## src/rtl/rmw_pkg.sv

```systemverilog
package rmw_pkg;

    typedef enum logic [1:0] {
        PH_IDLE  = 2'd0,
        PH_READ  = 2'd1,
        PH_COMP  = 2'd2,
        PH_WRITE = 2'd3
    } phase_e;

    localparam logic [1:0] BST_WAIT = 2'b00;
    localparam logic [1:0] BST_OK   = 2'b01;
    localparam logic [1:0] BST_ERR  = 2'b10;

    typedef struct packed {
        logic cap;
        logic add;
    } buf_cmd_t;

    function automatic logic st_done(input logic [1:0] st);
        return (st == BST_OK) || (st == BST_ERR);
    endfunction

    function automatic logic st_fail(input logic [1:0] st);
        return st == BST_ERR;
    endfunction

endpackage

```

## src/rtl/rmw_seq.sv

```systemverilog
module rmw_seq
    import rmw_pkg::*;
#(
    parameter int BLK_LEN     = 16,
    parameter int IDLE_CYCLES = 15,
    parameter int ADDR_W      = 8,
    parameter int START_ADDR  = 'h4C,
    localparam int IDX_W      = $clog2(BLK_LEN),
    localparam int TMR_W      = $clog2(IDLE_CYCLES + 1)
) (
    input  logic              clk,
    input  logic              rst,
    input  logic [1:0]        status,
    output logic [IDX_W-1:0]  idx,
    output logic              req,
    output logic              we,
    output logic [ADDR_W-1:0] addr,
    output logic              beat_end,
    output buf_cmd_t          cmd
);
    localparam logic [IDX_W-1:0] LAST = IDX_W'(BLK_LEN - 1);
    localparam logic [TMR_W-1:0] TMR_LOAD = TMR_W'(IDLE_CYCLES - 1);

    phase_e            phase_q;
    logic [IDX_W-1:0]  idx_q;
    logic [TMR_W-1:0]  tmr_q;

    always_comb begin
        req      = (phase_q == PH_READ) || (phase_q == PH_WRITE);
        we       = (phase_q == PH_WRITE);
        addr     = ADDR_W'(START_ADDR) + ADDR_W'({idx_q, 2'b00});
        beat_end = req && st_done(status);
        cmd.cap  = (phase_q == PH_READ) && beat_end;
        cmd.add  = (phase_q == PH_COMP);
        idx      = idx_q;
    end

    always_ff @(posedge clk) begin
        if (rst) begin
            phase_q <= PH_IDLE;
            idx_q   <= '0;
            tmr_q   <= '0;
        end else begin
            unique case (phase_q)
                PH_IDLE: begin
                    if (tmr_q == '0) begin
                        phase_q <= PH_READ;
                        idx_q   <= '0;
                    end else begin
                        tmr_q <= tmr_q - 1'b1;
                    end
                end
                PH_READ: begin
                    if (beat_end) begin
                        if (idx_q == LAST) begin
                            phase_q <= PH_COMP;
                            idx_q   <= '0;
                        end else begin
                            idx_q <= idx_q + 1'b1;
                        end
                    end
                end
                PH_COMP: begin
                    if (idx_q == LAST) begin
                        phase_q <= PH_WRITE;
                        idx_q   <= '0;
                    end else begin
                        idx_q <= idx_q + 1'b1;
                    end
                end
                PH_WRITE: begin
                    if (beat_end) begin
                        if (idx_q == LAST) begin
                            phase_q <= PH_IDLE;
                            idx_q   <= '0;
                            tmr_q   <= TMR_LOAD;
                        end else begin
                            idx_q <= idx_q + 1'b1;
                        end
                    end
                end
                default: phase_q <= PH_IDLE;
            endcase
        end
    end

    // a stalled beat keeps its request, direction and address
    assert_wait_hold_R8: assert property (@(posedge clk) disable iff (rst)
        (req && !st_done(status)) |=> (req && $stable(addr) && $stable(we)));

    // each finished read beat moves the address one word forward
    assert_addr_step_R3: assert property (@(posedge clk) disable iff (rst)
        (req && !we && st_done(status) && idx_q != LAST)
            |=> (addr == $past(addr) + ADDR_W'(4)));

    // the last read beat is followed by a cycle with no request
    assert_comp_gap_R5: assert property (@(posedge clk) disable iff (rst)
        (req && !we && st_done(status) && idx_q == LAST) |=> !req);

endmodule

```

## src/rtl/rmw_buf.sv

```systemverilog
module rmw_buf
    import rmw_pkg::*;
#(
    parameter int BLK_LEN = 16,
    parameter int DATA_W  = 32,
    localparam int IDX_W  = $clog2(BLK_LEN)
) (
    input  logic              clk,
    input  logic              rst,
    input  logic [IDX_W-1:0]  idx,
    input  buf_cmd_t          cmd,
    input  logic [DATA_W-1:0] cap_data,
    input  logic              cap_fail,
    output logic [DATA_W-1:0] rd_word
);
    logic [DATA_W-1:0] words [BLK_LEN];

    for (genvar g = 0; g < BLK_LEN; g++) begin : g_word
        always_ff @(posedge clk) begin
            if (rst) begin
                words[g] <= '0;
            end else if (idx == IDX_W'(g)) begin
                if (cmd.cap) begin
                    words[g] <= cap_fail ? '0 : cap_data;
                end else if (cmd.add) begin
                    words[g] <= words[g] + DATA_W'(g);
                end
            end
        end
    end

    assign rd_word = words[idx];

    // capture and modify never collide in one cycle
    assert_cmd_excl_R4: assert property (@(posedge clk) disable iff (rst)
        !(cmd.cap && cmd.add));

    // a modify step adds exactly the word's index
    assert_add_index_R4: assert property (@(posedge clk) disable iff (rst)
        cmd.add |=> (words[$past(idx)] == $past(rd_word) + DATA_W'($past(idx))));

endmodule

```

## src/rtl/rmw_err.sv

```systemverilog
module rmw_err
    import rmw_pkg::*;
#(
    parameter int ADDR_W = 8
) (
    input  logic              clk,
    input  logic              rst,
    input  logic              beat_end,
    input  logic [1:0]        status,
    input  logic [ADDR_W-1:0] addr,
    output logic              err_flag,
    output logic [ADDR_W-1:0] err_addr
);
    always_ff @(posedge clk) begin
        if (rst) begin
            err_flag <= 1'b0;
            err_addr <= '0;
        end else if (beat_end && st_fail(status)) begin
            err_flag <= 1'b1;
            err_addr <= addr;
        end
    end

    // a failed beat is recorded one cycle later
    assert_err_record_R10: assert property (@(posedge clk) disable iff (rst)
        (beat_end && st_fail(status)) |=> (err_flag && err_addr == $past(addr)));

    // the flag never falls outside reset
    assert_err_sticky_R10: assert property (@(posedge clk) disable iff (rst)
        err_flag |=> err_flag);

endmodule

```

## src/rtl/burst_rmw_master.sv

```systemverilog
module burst_rmw_master
    import rmw_pkg::*;
#(
    parameter int ADDR_W      = 8,
    parameter int DATA_W      = 32,
    parameter int BLK_LEN     = 16,
    parameter int START_ADDR  = 'h4C,
    parameter int IDLE_CYCLES = 15,
    parameter int PRIO_W      = 3,
    parameter int PRIO        = 4,
    parameter bit LOCK_EN     = 1'b0
) (
    input  logic              clk,
    input  logic              rst,
    output logic              bus_req,
    output logic [PRIO_W-1:0] bus_prio,
    output logic              bus_lock,
    output logic [ADDR_W-1:0] bus_addr,
    output logic              bus_we,
    output logic [DATA_W-1:0] bus_wdata,
    input  logic [DATA_W-1:0] bus_rdata,
    input  logic [1:0]        bus_status,
    output logic              err_flag,
    output logic [ADDR_W-1:0] err_addr
);
    localparam int IDX_W = $clog2(BLK_LEN);

    logic [IDX_W-1:0]  idx;
    logic              beat_end;
    buf_cmd_t          cmd;
    logic [DATA_W-1:0] rd_word;

    rmw_seq #(
        .BLK_LEN    (BLK_LEN),
        .IDLE_CYCLES(IDLE_CYCLES),
        .ADDR_W     (ADDR_W),
        .START_ADDR (START_ADDR)
    ) i_seq (
        .clk     (clk),
        .rst     (rst),
        .status  (bus_status),
        .idx     (idx),
        .req     (bus_req),
        .we      (bus_we),
        .addr    (bus_addr),
        .beat_end(beat_end),
        .cmd     (cmd)
    );

    rmw_buf #(
        .BLK_LEN(BLK_LEN),
        .DATA_W (DATA_W)
    ) i_buf (
        .clk     (clk),
        .rst     (rst),
        .idx     (idx),
        .cmd     (cmd),
        .cap_data(bus_rdata),
        .cap_fail(st_fail(bus_status)),
        .rd_word (rd_word)
    );

    rmw_err #(
        .ADDR_W(ADDR_W)
    ) i_err (
        .clk     (clk),
        .rst     (rst),
        .beat_end(beat_end),
        .status  (bus_status),
        .addr    (bus_addr),
        .err_flag(err_flag),
        .err_addr(err_addr)
    );

    assign bus_prio  = PRIO_W'(PRIO);
    assign bus_lock  = LOCK_EN && bus_req;
    assign bus_wdata = bus_we ? rd_word : '0;

    // no lock without a request
    assert_lock_gate_R9: assert property (@(posedge clk) disable iff (rst)
        !bus_req |-> !bus_lock);

    // write data stays put while a write beat is stalled
    assert_wdata_hold_R8: assert property (@(posedge clk) disable iff (rst)
        (bus_req && bus_we && !st_done(bus_status)) |=> $stable(bus_wdata));

endmodule

```

## config.mk

```make
export PLATFORM = sky130hd
export DESIGN_NAME = burst_rmw_master
export DESIGN_NICKNAME = d
export VERILOG_FILES = /design/src/rtl/rmw_pkg.sv /design/src/rtl/rmw_seq.sv /design/src/rtl/rmw_buf.sv /design/src/rtl/rmw_err.sv /design/src/rtl/burst_rmw_master.sv
export SDC_FILE = /design/constraint.sdc
export NUM_CORES = 1
export LEC_CHECK = 0
export BUFFER_PORTS_ARGS = -buffer_cell sky130_fd_sc_hd__buf_2
export CORE_ASPECT_RATIO = 0.6
export CORE_MARGIN = 4
export CORE_UTILIZATION = 57
export CTS_CLUSTER_DIAMETER = 30
export DETAILED_ROUTE_END_ITERATION = 10
export HOLD_SLACK_MARGIN = 0.03
export PLACE_DENSITY = 0.82
export SETUP_SLACK_MARGIN = 0.4
export SLEW_MARGIN = 10
export SYNTH_ARGS = -nofsm -noshare
export SYNTH_HDL_FRONTEND = slang
export SYNTH_SLANG_ARGS = --single-unit
```

## constraint.sdc

```tcl
create_clock -name clk -period 7.9 [get_ports clk]
set_input_delay 1.185 -clock clk [delete_from_list [all_inputs] [get_ports clk]]
set_output_delay 1.185 -clock clk [all_outputs]
set_load 0.05 [all_outputs]
```

==> impl_metrics.json <==
{
  "setup_slack_ns": 2.77,
  "ant_nets": 0,
  "dp_hpwl_um": 81600,
  "cp-end-kind": "primary output",
  "cts_buffers": 92,
  "routed_wl_um": 118000,
  "tightest_slew_ns": 1.36,
  "dpl_worst_slack_ns": 3.58,
  "syn_inst": 3052,
  "setup_viol": 0,
  "cp_slowest_cell": "dfxtp_4",
  "fin_util_pct": 65.5,
  "r2r_setup_slack_ns": 4.44,
  "critPathMaxFanout": 66,
  "cpPeakStageDelay_ns": 0.98,
  "post_cts_buffers": 0,
  "drtIter0Drc": 5353,
  "grt_usage_pct": 36.4,
  "nFillCells": 4212,
  "hold_viol_final": 0,
  "h-tree-depth": 3,
  "num_rows": 68,
  "initial_core_util_pct": 58.3,
  "required_ns": 6.71,
  "ir_worst_vdd_v": 0.000208,
  "dr.pass1.iters": 8,
  "grt_pass1_wl_um": 176000,
  "dieArea_sq_um": 63500,
  "drcViolationCount": 0,
  "startpoint_type": "flip-flop",
  "p_per_area_nw_per_um2": 238,
  "via_per_inst": 7.59,
  "synth-seq-cells": 533,
  "chipHeight_um": 197,
  "wl_per_cell_um": 30.4,
  "antenna_found_initial": 0,
  "cts-hold-fix-buffers": 0,
  "area_delta_synth_final_pct": 12.3,
  "min_period_ns": 5.13,
  "critical-path-top-delay-family": "buffers and inverters",
  "finalNonFillerCells": 3893,
  "synth-warning-count": 0,
  "synth_flop_cell": "edfxtp_1",
  "fin_worst_skew_ns": 0.0295,
  "portBuffers": 82,
  "fmax_ghz": 0.195,
  "syn_area_sq_um": 33900,
  "async_flop_share_pct": 0,
  "coreArea_sq_um": 58100,
  "cap_viol_max_count": 0,
  "dp.cells": 3720,
  "finalCritPeriodShare_pct": 64.9,
  "drive_gt1_share_pct": 16.5,
  "grt_max_degree": 75,
  "ctsResizeCount": 0,
  "yosysUniqueCellTypes": 67,
  "rsz0062_at_grt": "false",
  "synth_edf_count": 512,
  "worstSetupPathType": "reg -> out",
  "gp_congestion": 0.977,
  "arrival_ns": 3.94,
  "insertion_delay_ns": 0.66,
  "outcome": "completed",
  "avgSynthCellArea_sq_um": 11.1,
  "slew_headroom_pct": 9.17,
  "vias": 29600,
  "clkSinkCount": 533,
  "hold_class": "reg -> reg",
  "seq_area_frac_synth_pct": 46.6,
  "clk_pin_slew_worst_paths_ns": 0.06,
  "cts_root_buffer": "clkbuf_16",
  "grt-ovfl-total": 0,
  "final_max_slew_viol_count": 0,
  "ioPinCount": 91,
  "p_leak_nw": 11.7,
  "final_cell_mix": "512 x edfxtp_1, 483 x o22ai_1, 236 x xnor2_1, 199 x xor2_1, 164 x nand2_1",
  "clockBufferDepth": 3,
  "cp_num_buf_inv": 2,
  "grt_pass1_vias": 28000,
  "nets": 3107,
  "critical_path.cell_chain": "buf_4 -> mux4_2 -> mux2i_1 -> o22ai_1 -> buf_2",
  "hold_ws_ns": 0.499,
  "layout_commonest_cell": "edfxtp_1",
  "fp.dieW_um": 323,
  "cts_tree": "yes",
  "setup_tns_ns": 0
}
-- routing by layer --
metal	part of all wire [%]	track usage, %
met1	37	52.5
met2	40	49.6
met3	19	14.5
met4	4.5	13.1
met5	0	0
-- report_power, final --
part | internal, W | switching (W)
combinational | 0.000624 | 0.000849
clock | 0.00260 | 0.00154
sequential | 0.00325 | 0.000207
total | 0.00647 | 0.00260
-- layout make-up --
class | instances | area [sq um] | share of cell area [%]
well taps | 770 | 963 | 2.53
diodes | 1 | 2.50 | 0.00658
clock inverters | 65 | 811 | 2.13
multi-input cells | 2199 | 16900 | 44.5
clock buffers | 107 | 2370 | 6.22
inverters | 75 | 282 | 0.740
flip-flops and latches | 533 | 15800 | 41.5
repair buffers | 143 | 881 | 2.32
-- worst paths after layout --
path                     startpoint            endpoint  cells after the start
setup reg to reg   i_seq.phase_q[0]  i_buf.words[6][22]                      6
hold reg to reg   i_err.err_addr[5]   i_err.err_addr[5]                      2
hold / removal    i_err.err_addr[5]   i_err.err_addr[5]                      2
setup / recovery          flip-flop       bus_wdata[16]                      5
-- registers in the layout (all words and copies together), names as in the netlist, named ones only --
signal / count
i_seq.phase_q: 2
i_seq.tmr_q: 4
i_err.err_flag: 1
i_seq.idx: 4
i_err.err_addr: 6
i_buf.words: 512
-- cell usage after synthesis, types with 43 or more instances --
library cell  number  area, sq um
edfxtp_1         512        15400
o22ai_1          483         3020
xnor2_1          236         2070
xor2_1           199         1740
clkbuf_1         189          709
nand2_1          171          642
nor2_1           155          582
nand3_1          145          726
mux4_2           128         2880
nand4_1          113          707
inv_1             75          282
nor3_1            72          360
mux2i_1           70          701
nor4_1            54          338
nand2b_1          43          269
-- worst reg2reg max path: stages, from the launching register on --
cell and delay (ns):
dfxtp_1 0.33, inv_1 0.14, ha_1 0.51, nor2b_1 0.43
and2_1 0.52, nand2_1 0.87, o22ai_1 0.46
-- through the flow --
step           total power [W]  instance area, sq um
2_1_floorplan          0.00451                 33900
3_3_place_gp           0.00487                 34800
3_5_place_dp           0.00493                 34800
4_1_cts                0.00901                 38000
5_1_grt                0.00928                 38000
6_report               0.00907                 38000
-- kinds of logic after synthesis --
group	share of synthesized area, %
mux	10.6
flops	46.6
other cells	0.0222
fa+ha+maj	0.997
simple gates	15.8
compound gates	10.9
xor+xnor	11.2
buf+inv	3.85
No activity file was read; power rests on OpenSTA's default activity.
